**src/rtl/edid_pkg.sv**
```systemverilog
package edid_pkg;
  localparam logic [6:0] DEV_V1 = 7'h50;
  localparam logic [6:0] DEV_V2 = 7'h51;
  localparam logic [6:0] DEV_FP = 7'h53;

  typedef enum logic [2:0] {
    ST_IDLE, ST_ADDR, ST_OFFS, ST_WDAT, ST_ACKW, ST_ACK, ST_RDAT, ST_MACK
  } state_e;
endpackage

```
**src/rtl/edid_bus_sync.sv**
```systemverilog
module edid_bus_sync #(
  parameter int STAGES = 2
) (
  input  logic clk_i,
  input  logic rst_ni,
  input  logic scl_i,
  input  logic sda_i,
  output logic scl_o,
  output logic sda_o,
  output logic scl_rise_o,
  output logic scl_fall_o,
  output logic start_o,
  output logic stop_o
);
  logic [STAGES-1:0] scl_ff, sda_ff;
  logic scl_d, sda_d;

  always_ff @(posedge clk_i or negedge rst_ni) begin
    if (!rst_ni) begin
      scl_ff <= '1;
      sda_ff <= '1;
      scl_d  <= 1'b1;
      sda_d  <= 1'b1;
    end else begin
      scl_ff <= {scl_ff[STAGES-2:0], scl_i};
      sda_ff <= {sda_ff[STAGES-2:0], sda_i};
      scl_d  <= scl_ff[STAGES-1];
      sda_d  <= sda_ff[STAGES-1];
    end
  end

  assign scl_o      = scl_ff[STAGES-1];
  assign sda_o      = sda_ff[STAGES-1];
  assign scl_rise_o = scl_o & ~scl_d;
  assign scl_fall_o = ~scl_o & scl_d;
  assign start_o    = scl_o & scl_d & sda_d & ~sda_o;
  assign stop_o     = scl_o & scl_d & ~sda_d & sda_o;
endmodule

```
**src/rtl/edid_addr_match.sv**
```systemverilog
module edid_addr_match
  import edid_pkg::*;
(
  input  logic [2:0] cfg_i,
  input  logic [6:0] dev_i,
  output logic       hit_o,
  output logic       v2_o
);
  always_comb begin
    hit_o = 1'b0;
    v2_o  = 1'b0;
    case (cfg_i)
      3'b000, 3'b100: hit_o = (dev_i == DEV_V1);
      3'b001: begin
        hit_o = (dev_i == DEV_V2);
        v2_o  = 1'b1;
      end
      3'b010, 3'b110: begin
        hit_o = (dev_i == DEV_V1) || (dev_i == DEV_V2);
        v2_o  = (dev_i == DEV_V2);
      end
      3'b011: begin
        hit_o = (dev_i == DEV_FP);
        v2_o  = 1'b1;
      end
      default: ;  // 1x1 reserved
    endcase
  end
endmodule

```
**src/rtl/edid_dma.sv**
```systemverilog
module edid_dma #(
  parameter int AW  = 9,
  parameter int DW  = 8,
  parameter int CYC = 2
) (
  input  logic          clk_i,
  input  logic          rst_ni,
  input  logic          go_i,
  input  logic          we_i,
  input  logic [AW-1:0] addr_i,
  input  logic [DW-1:0] wdata_i,
  input  logic [DW-1:0] mem_rdata_i,
  output logic          mem_req_o,
  output logic          mem_we_o,
  output logic [AW-1:0] mem_addr_o,
  output logic [DW-1:0] mem_wdata_o,
  output logic [DW-1:0] rdata_o
);
  localparam int CW = $clog2(CYC + 1);
  localparam logic [CW-1:0] CYC_C = CW'(CYC);

  logic [CW-1:0] cnt_q;
  logic          we_q;

  always_ff @(posedge clk_i or negedge rst_ni) begin
    if (!rst_ni) begin
      cnt_q       <= '0;
      we_q        <= 1'b0;
      mem_addr_o  <= '0;
      mem_wdata_o <= '0;
      rdata_o     <= '0;
    end else if (go_i) begin
      cnt_q       <= CYC_C;
      we_q        <= we_i;
      mem_addr_o  <= addr_i;
      mem_wdata_o <= wdata_i;
    end else if (cnt_q != '0) begin
      cnt_q <= cnt_q - 1'b1;
      if (cnt_q == CW'(1) && !we_q) rdata_o <= mem_rdata_i;
    end
  end

  assign mem_req_o = (cnt_q != '0);
  assign mem_we_o  = mem_req_o & we_q;
endmodule

```
**src/rtl/edid_i2c_slave.sv**
```systemverilog
module edid_i2c_slave
  import edid_pkg::*;
#(
  parameter int SYNC_STAGES = 2,
  parameter int TBL_AW      = 8,
  parameter int STALL_CYC   = 2,
  parameter int MEM_AW      = TBL_AW + 1
) (
  input  logic              clk_i,
  input  logic              rst_ni,
  input  logic              en_i,
  input  logic [2:0]        cfg_i,
  input  logic              scl_i,
  input  logic              sda_i,
  output logic              sda_oe_o,
  output logic              mem_req_o,
  output logic              mem_we_o,
  output logic [MEM_AW-1:0] mem_addr_o,
  output logic [7:0]        mem_wdata_o,
  input  logic [7:0]        mem_rdata_i,
  output logic              cpu_stall_o
);
  logic scl_s, sda_s, scl_rise, scl_fall, bus_start, bus_stop;

  edid_bus_sync #(.STAGES(SYNC_STAGES)) u_sync (
    .clk_i, .rst_ni, .scl_i, .sda_i,
    .scl_o(scl_s), .sda_o(sda_s), .scl_rise_o(scl_rise), .scl_fall_o(scl_fall),
    .start_o(bus_start), .stop_o(bus_stop)
  );

  logic [2:0] cfg_q;
  always_ff @(posedge clk_i or negedge rst_ni) begin
    if (!rst_ni)    cfg_q <= '0;
    else if (!en_i) cfg_q <= cfg_i;
  end

  state_e            st_q, nxt_q;
  logic [2:0]        bit_q;
  logic [7:0]        sr_q, tx_q;
  logic [TBL_AW-1:0] off_q;
  logic              v2_q;
  logic              go_q, we_q;
  logic [MEM_AW-1:0] dma_addr_q;
  logic [7:0]        dma_wdata_q, dma_rdata;
  logic [7:0]        rx_byte;
  logic              hit, hit_v2;

  assign rx_byte = {sr_q[6:0], sda_s};

  edid_addr_match u_match (.cfg_i(cfg_q), .dev_i(rx_byte[7:1]), .hit_o(hit), .v2_o(hit_v2));

  function automatic logic [MEM_AW-1:0] tbl_addr(input logic v2, input logic [TBL_AW-1:0] off);
    return v2 ? {1'b1, off} : {2'b00, off[TBL_AW-2:0]};
  endfunction

  function automatic logic [TBL_AW-1:0] wrap_inc(input logic v2, input logic [TBL_AW-1:0] off);
    logic [TBL_AW-1:0] n;
    n = off + 1'b1;
    if (!v2) n[TBL_AW-1] = 1'b0;
    return n;
  endfunction

  logic [TBL_AW-1:0] off_nxt;
  assign off_nxt = wrap_inc(v2_q, off_q);

  always_ff @(posedge clk_i or negedge rst_ni) begin
    if (!rst_ni) begin
      st_q        <= ST_IDLE;
      nxt_q       <= ST_IDLE;
      bit_q       <= '0;
      sr_q        <= '0;
      tx_q        <= '0;
      off_q       <= '0;
      v2_q        <= 1'b0;
      sda_oe_o    <= 1'b0;
      go_q        <= 1'b0;
      we_q        <= 1'b0;
      dma_addr_q  <= '0;
      dma_wdata_q <= '0;
    end else begin
      go_q <= 1'b0;
      if (!en_i) begin
        st_q     <= ST_IDLE;
        sda_oe_o <= 1'b0;
      end else if (bus_start) begin
        st_q     <= ST_ADDR;
        bit_q    <= '0;
        sda_oe_o <= 1'b0;
      end else if (bus_stop) begin
        st_q     <= ST_IDLE;
        sda_oe_o <= 1'b0;
      end else begin
        case (st_q)
          ST_ADDR, ST_OFFS, ST_WDAT: if (scl_rise) begin
            sr_q  <= rx_byte;
            bit_q <= bit_q + 1'b1;
            if (bit_q == 3'd7) begin
              st_q <= ST_ACKW;
              if (st_q == ST_ADDR) begin
                if (!hit) st_q <= ST_IDLE;
                v2_q <= hit_v2;
                if (hit && rx_byte[0]) begin
                  go_q       <= 1'b1;
                  we_q       <= 1'b0;
                  dma_addr_q <= tbl_addr(hit_v2, off_q);
                  nxt_q      <= ST_RDAT;
                end else begin
                  nxt_q <= ST_OFFS;
                end
              end else if (st_q == ST_OFFS) begin
                off_q <= v2_q ? rx_byte : {1'b0, rx_byte[TBL_AW-2:0]};
                nxt_q <= ST_WDAT;
              end else begin
                go_q        <= 1'b1;
                we_q        <= 1'b1;
                dma_addr_q  <= tbl_addr(v2_q, off_q);
                dma_wdata_q <= rx_byte;
                off_q       <= off_nxt;
                nxt_q       <= ST_WDAT;
              end
            end
          end
          ST_ACKW: if (scl_fall) begin
            sda_oe_o <= 1'b1;
            st_q     <= ST_ACK;
          end
          ST_ACK: if (scl_fall) begin
            bit_q <= '0;
            if (nxt_q == ST_RDAT) begin
              tx_q     <= dma_rdata;
              sda_oe_o <= ~dma_rdata[7];
            end else begin
              sda_oe_o <= 1'b0;
            end
            st_q <= nxt_q;
          end
          ST_RDAT: if (scl_fall) begin
            if (bit_q == 3'd7) begin
              sda_oe_o <= 1'b0;
              st_q     <= ST_MACK;
            end else begin
              tx_q     <= {tx_q[6:0], 1'b0};
              sda_oe_o <= ~tx_q[6];
              bit_q    <= bit_q + 1'b1;
            end
          end
          ST_MACK: if (scl_rise) begin
            off_q <= off_nxt;
            if (!sda_s) begin
              go_q       <= 1'b1;
              we_q       <= 1'b0;
              dma_addr_q <= tbl_addr(v2_q, off_nxt);
              nxt_q      <= ST_RDAT;
              st_q       <= ST_ACK;
            end else begin
              st_q <= ST_IDLE;
            end
          end
          default: ;
        endcase
      end
    end
  end

  edid_dma #(.AW(MEM_AW), .DW(8), .CYC(STALL_CYC)) u_dma (
    .clk_i, .rst_ni, .go_i(go_q), .we_i(we_q), .addr_i(dma_addr_q), .wdata_i(dma_wdata_q),
    .mem_rdata_i, .mem_req_o, .mem_we_o, .mem_addr_o, .mem_wdata_o, .rdata_o(dma_rdata)
  );

  assign cpu_stall_o = mem_req_o;
endmodule

```
**config.mk**
```make
export PLATFORM = sky130hd
export DESIGN_NAME = edid_i2c_slave
export DESIGN_NICKNAME = d
export VERILOG_FILES = /design/src/rtl/edid_pkg.sv /design/src/rtl/edid_bus_sync.sv /design/src/rtl/edid_addr_match.sv /design/src/rtl/edid_dma.sv /design/src/rtl/edid_i2c_slave.sv
export SDC_FILE = /design/constraint.sdc
export NUM_CORES = 1
export LEC_CHECK = 0
export ABC_CLOCK_PERIOD_IN_PS = 2430
export BUFFER_PORTS_ARGS = -buffer_cell sky130_fd_sc_hd__buf_4
export CAP_MARGIN = 5
export CORE_MARGIN = 2
export CORE_UTILIZATION = 32
export DETAILED_ROUTE_END_ITERATION = 7
export SETUP_SLACK_MARGIN = 0.15
export SYNTH_ARGS = -nofsm -noshare
export SYNTH_HDL_FRONTEND = slang
export SYNTH_HIERARCHICAL = 1
export SYNTH_SLANG_ARGS = --single-unit
```
**constraint.sdc**
```tcl
create_clock -name clk_i -period 2.43 [get_ports clk_i]
set_input_delay 0.243 -clock clk_i [delete_from_list [all_inputs] [get_ports clk_i]]
set_output_delay 0.243 -clock clk_i [all_outputs]
set_load 0.02 [all_outputs]
```
==> flow_summary_export.csv, run 1 <==
group,metric,value,unit
status,outcome,"finished, final reports clean",
clocking,htreeDepth,3,
flow_run,drv_cap,0,
min_path,hold_end,"u_sync/sda_ff[0]$_DFF_PN1_",
finish,final_area,5170,um^2
synth,synth_top_cell_area_share,47.5,%
global_routing,grt_first_pass_wirelength,14.1,mm
min_path,hp-class,"in2reg",
synth,synth.cell_area,4370,um^2
setup_path,rrSetupSlack,0.32,ns
floorplan,core_area,13300,um^2
synth,synthCells,363,
timing,slew_headroom,62.4,%
finish,num_antenna_cells,0,
floorplan,rows,42,
synth,synth-edff-count,0,
power,total_power,0.00311,W
setup_path,cpMaxStageDelayCell,"dfstp_2",
drt,drtAntennaViolNets,0,
timing,max_freq,474,MHz
synth,yosysUniqueCellTypes,62,
global_routing,grt_pass1_vias,2858,
synth,ys_warn_count,6,
timing,finalSetupViolCount,0,
setup_path,regToRegEndpoint,"tx_q[3]$_DFFE_PN0P_",
timing,setup_tns,0,ns
setup_path,cp.required,2.65,ns
timing,slew_viol_final,0,
power,powerDensity,600,nW/um^2
drt,finalWirelength,8.22,mm
clocking,ctsResizeCount,0,
global_routing,top_usage_layer,"met1",
finish,drive_gt1_share,38.0,%
clocking,clockBufferDepth,2,
finish,nets,430,
synth,seq_area_frac_synth,51.1,%
floorplan,start_util,32.9,%
timing,period_needed,2.11,ns
timing,skew,0.00718,ns
global_routing,grt_overflow,0,
setup_path,cp-end-kind,"flop",
clocking,cts_tree,"yes",
setup_path,crit_arrival,2.33,ns
global_routing,grt_util_all_layers,12.1,%
synth,ys_seq_elements,89,
floorplan,design.die.area,14600,um^2
synth,avgSynthCellArea,12.1,um^2
floorplan,die-width,121,um
clocking,clk_pin_slew,0.06,ns
floorplan,die_height,121,um
drt,wl_per_cell,13.9,um
placement,port_buffers,36,
global_routing,use_met1,17.4,%
global_routing,use_met2,17.2,%
drt,firstDrtPassIters,4,
setup_path,r2r_cells,6,
timing,hold_viol,0,
clocking,cts_root_buf,"clkbuf_16",
global_routing,grt_use_met3,2.91,%
setup_path,worstReg2RegStart,"u_sync/sda_ff[1]$_DFF_PN1_",
drt,dr_total_vias,2836,
drt,drt-initial-drc-count,181,
setup_path,worstSetupStartpointType,"flop",
placement,gp_congestion,0.812,
setup_path,crit_family,"simple AND/OR/NAND/NOR gates",
global_routing,grt_max_degree,41,
finish,syn_to_final_growth,18.3,%
synth,synth_nets,385,
clocking,numCtsBuffers,9,
floorplan,io_pins,37,
timing,grt_setup_unrepaired,"false",
min_path,hold_path_depth,1,
placement,place_area,4850,um^2
setup_path,worstPathMaxFanout,6,
min_path,hold_start,"sda_i",
synth,synth.most_common_cell,"dfrtp_1",
global_routing,antenna_found_initial,0,
timing,period_share,86.9,%
placement,dp_hpwl,5.79,mm
setup_path,critPathBufInv,0,
timing,tightestPinTransition,0.561,ns
clocking,clock_latency,0.34,ns
synth,ys_top_cells_by_area,"dfrtp_1 47%, mux2_2 12%, mux2_4 5.1%",
drt,route.detailed.drc,0,
setup_path,cp_cell_sequence,"and4b_1 > nor2_2 > nand2_1 > a221o_2 > nor2_8 > mux2_4",
power,leakage,2.42,nW
synth,synth_top_cells_by_count,"83 x dfrtp_1, 45 x mux2_2, 25 x a21oi_1, 25 x nand2_1, 25 x nor2_1",
synth,synthArstFlopShare,100,%
setup_path,slowest_delay,0.55,ns
synth,ys_dominant_reg_cell,"dfrtp_1",
synth,yosysTopAreaCell,"dfrtp_1",
clocking,numClockSinks,89,
setup_path,crit_type,"reg2reg",
drt,via_per_inst,4.81,
power,ir_drop,0.298,mV
-- power by group --
part | internal (W) | total (W) | switching (W)
sequential | 0.00151 | 0.00154 | 0.0000284
combinational | 0.0000727 | 0.000167 | 0.0000944
clock | 0.000853 | 0.00140 | 0.000545
-- registers in the layout, summed over array words and instances (netlist names), 3 cells and up --
signal             cells
cfg_q                  3
off_q                  8
u_dma/rdata_o          8
bit_q                  3
nxt_q                  3
sr_q                   7
st_q                   3
dma_wdata_q            8
u_dma/mem_wdata_o      8
tx_q                   7
dma_addr_q             9
u_dma/mem_addr_o       9
-- through the flow --
stage	setup WS (ns)	std cells	hold slack, ns	util [%]
after floorplan	0.453	363	-0.0526	-
after global placement	0.220	571	0.261	36.5
after detailed placement	0.180	571	0.268	36.5
after CTS	0.174	588	0.00279	38.9
after global routing	0.174	589	0.00729	38.9
final	0.318	589	0.0171	38.9
-- layout by cell type, fill, tap and decap left out, types with 3 or more instances in the layout --
master / instances
o22ai_1: 6
nor2_1: 25
dfstp_2: 6
dfrtp_1: 83
xor2_1: 5
a21oi_1: 25
o21ai_0: 10
nand2_1: 25
nand3_1: 8
clkbuf_16: 9
xnor2_1: 4
inv_1: 9
mux2i_1: 4
mux2_4: 15
o21ai_1: 5
ha_1: 6
nor2b_1: 5
nor3b_2: 3
nand2b_1: 6
buf_4: 49
mux2_2: 45
a22oi_1: 3
-- metal layers --
layer | vias up | wire, um
li1 | 1389 | -
met1 | 1373 | 4170
met2 | 62 | 3500
met3 | 12 | 364
met4 | 0 | 179
met5 | - | 0
-- worst max path at each step --
| stage | from | to | slack [ns] | cells after the start |
|---|---|---|---|---|
| 2_1_floorplan | u_sync/scl_ff[1]$_DFF_PN1_ | dma_wdata_q[0]$_DFFE_PN0P_ | 0.45 | 4 |
| 3_3_place_gp | u_sync/sda_ff[1]$_DFF_PN1_ | tx_q[5]$_DFFE_PN0P_ | 0.22 | 6 |
| 3_5_place_dp | u_sync/sda_ff[1]$_DFF_PN1_ | tx_q[4]$_DFFE_PN0P_ | 0.18 | 6 |
| 4_1_cts | u_sync/sda_ff[1]$_DFF_PN1_ | tx_q[1]$_DFFE_PN0P_ | 0.17 | 6 |
| 5_1_grt | sr_q[1]$_DFFE_PN0P_ | dma_addr_q[8]$_DFFE_PN0P_ | 0.17 | 8 |
| 6_report | u_sync/sda_ff[1]$_DFF_PN1_ | tx_q[3]$_DFFE_PN0P_ | 0.32 | 6 |
-- area by class of cell --
cell class	instances	area, um^2
Clock buffer	12	256
Clock inverter	4	51.3
Fill cell	1287	8120
Inverter	10	40.0
Multi-Input combinational cell	248	1990
Sequential cell	89	2230
Tap cell	176	220
Timing Repair Buffer	50	378
-- repair_timing --
action | in CTS | in global routing
endpoints found under the hold margin | 31 | 0
hold buffers | 1 | 0
setup endpoints to repair | 0 | 6
buffers inserted | 0 | 1
-- cell families (layout without fill, tap and decap cells) --
family	count (synthesis)	after routing	share of synthesized area, %
DFF	89	89	51.1
muxes	65	65	17.9
and+or+nand+nor	99	99	13.8
buffers and inverters	26	76	3.32
adders and majority gates	6	6	1.72
xor gates and xnor gates	9	9	1.80
AOI/OAI and AO/OA	69	69	10.4
No activity file was read; power rests on OpenSTA's default activity.
==> inputs of run 2 (changes only) <==
--- a/config.mk
+++ b/config.mk
@@ -10,6 +10,7 @@
 export CAP_MARGIN = 5
 export CORE_MARGIN = 2
 export CORE_UTILIZATION = 32
+export CTS_BUF_LIST = sky130_fd_sc_hd__clkbuf_4 sky130_fd_sc_hd__clkbuf_8
 export DETAILED_ROUTE_END_ITERATION = 7
 export SETUP_SLACK_MARGIN = 0.15
 export SYNTH_ARGS = -nofsm -noshare
==> flow_summary_export.csv, run 2 (synthesized netlist as in run 1, its figures left out) <==
group,metric,value,unit
status,outcome,"finished, final reports clean",
floorplan,rows,42,
timing,grt_setup_unrepaired,"false",
placement,port_buffers,36,
min_path,hold_start,"mem_rdata_i[7]",
setup_path,cp-end-kind,"flop",
power,ir_drop,0.238,mV
placement,place_ws,0.180,ns
timing,max_freq,470,MHz
timing,finalSetupViolCount,0,
clocking,cts_root_buf,"clkbuf_8",
min_path,hold_end,"u_dma/rdata_o[7]$_DFFE_PN0P_",
finish,num_antenna_cells,0,
timing,setup_tns,0,ns
global_routing,grt_max_degree,41,
finish,largest_registers,"dma_addr_q (9), u_dma/mem_addr_o (9)",
timing,period_share,87.6,%
drt,drtAntennaViolNets,0,
clocking,clockBufferDepth,2,
setup_path,regToRegEndpoint,"tx_q[3]$_DFFE_PN0P_",
finish,final_common_cell,"dfrtp_1",
placement,gp_congestion,0.812,
clocking,ctsResizeCount,0,
finish,drive_gt1_share,38.1,%
setup_path,crit_arrival,2.38,ns
placement,dp_hpwl,5.79,mm
setup_path,r2r_cells,6,
setup_path,crit_type,"reg2reg",
power,leakage,2.39,nW
clocking,clk_pin_slew,0.08,ns
timing,tightestPinTransition,0.563,ns
power,powerDensity,541,nW/um^2
global_routing,grt_overflow,0,
floorplan,design.die.area,14600,um^2
timing,period_needed,2.13,ns
timing,slew_headroom,62.3,%
finish,syn_to_final_growth,16.5,%
clocking,clock_latency,0.36,ns
global_routing,grt_first_pass_wirelength,14.1,mm
clocking,cts_tree,"yes",
timing,fin_ws,0.300,ns
finish,mostFrequentLayoutCells,"83 x dfrtp_1, 49 x buf_4, 45 x mux2_2",
timing,slew_viol_final,0,
finish,nets,432,
drt,wl_per_cell,13.8,um
drt,route.detailed.drc,0,
global_routing,grt_pass1_vias,2850,
flow_run,drv_cap,0,
setup_path,worstPathMaxFanout,6,
min_path,hp-class,"in2reg",
timing,skew,0.0103,ns
drt,finalWirelength,8.15,mm
power,total_power,0.00276,W
clocking,numClockSinks,89,
drt,dr_total_vias,2826,
drt,drt-initial-drc-count,211,
floorplan,die-width,121,um
floorplan,core_area,13300,um^2
global_routing,antenna_found_initial,0,
setup_path,cp.required,2.68,ns
global_routing,grt_util_all_layers,12.1,%
clocking,numCtsBuffers,9,
setup_path,worstReg2RegStart,"u_sync/sda_ff[1]$_DFF_PN1_",
setup_path,worstSetupStartpointType,"flop",
drt,firstDrtPassIters,4,
finish,fillers,1289,
floorplan,die_height,121,um
drt,via_per_inst,4.78,
setup_path,rrSetupSlack,0.30,ns
floorplan,io_pins,37,
timing,hold_viol,0,
floorplan,start_util,32.9,%
clocking,htreeDepth,3,
min_path,hold_path_depth,2,
-- run 2: power by group --
| group | internal, W | leakage (nW) | switching (W) |
|---|---|---|---|
| Combinational | 0.0000748 | 1.09 | 0.0000948 |
| Clock | 0.000543 | 0.106 | 0.000508 |
| Sequential | 0.00151 | 1.19 | 0.0000288 |
| Total | 0.00213 | 2.39 | 0.000632 |
-- run 2: per-stage QoR --
step / hold slack (ns) / util [%] / cells / instance area [um^2]
after global routing: 0.0954 / 38.3 / 591 / 5100
after floorplan: -0.0526 / - / 363 / 4370
after CTS: 0.0943 / 38.3 / 590 / 5090
after detailed placement: 0.268 / 36.5 / 571 / 4850
final: 0.111 / 38.3 / 591 / 5100
after global placement: 0.261 / 36.5 / 571 / 4850
-- run 2: worst max-delay path, stage by stage (launching register included) --
cell     delay [ns]
dfstp_2        0.56
and4b_1        0.27
nor2_2         0.18
nand2_1        0.13
a221o_2        0.38
nor2_8         0.17
mux2_4         0.31
-- run 2: area by class of cell --
class	count	area (um^2)	share of cell area [%]
tap	176	220	4.32
multi-input combinational	248	1990	39.1
clock inverter	4	51.3	1.01
sequential	89	2230	43.8
clock buffer	12	159	3.12
inverter	10	40.0	0.785
timing repair buffer	52	398	7.81
-- run 2: repair_timing --
item,CTS,global route
setup endpoints to repair,0,6
setup buffers,0,1
endpoints found under the hold margin,33,0
hold buffers,3,0
-- run 2: worst max path at each step --
stage	startpoint	endpoint	slack (ns)	depth (start not counted)
finish	u_sync/sda_ff[1]$_DFF_PN1_	tx_q[3]$_DFFE_PN0P_	0.30	6
global route	sr_q[1]$_DFFE_PN0P_	dma_addr_q[8]$_DFFE_PN0P_	0.16	8
CTS	u_sync/sda_ff[1]$_DFF_PN1_	tx_q[1]$_DFFE_PN0P_	0.17	6
detailed placement	u_sync/sda_ff[1]$_DFF_PN1_	tx_q[4]$_DFFE_PN0P_	0.18	6
global placement	u_sync/sda_ff[1]$_DFF_PN1_	tx_q[5]$_DFFE_PN0P_	0.22	6
floorplan	u_sync/scl_ff[1]$_DFF_PN1_	dma_wdata_q[0]$_DFFE_PN0P_	0.45	4
-- run 2: per-layer routing --
metal | vias to the layer above | global-route usage, % | share of wire [%]
met5 | - | 0 | 0
met4 | 0 | 5.23 | 2.2
met3 | 13 | 2.91 | 3.9
met2 | 48 | 17.1 | 43
met1 | 1384 | 17.6 | 51
li1 | 1381 | - | -
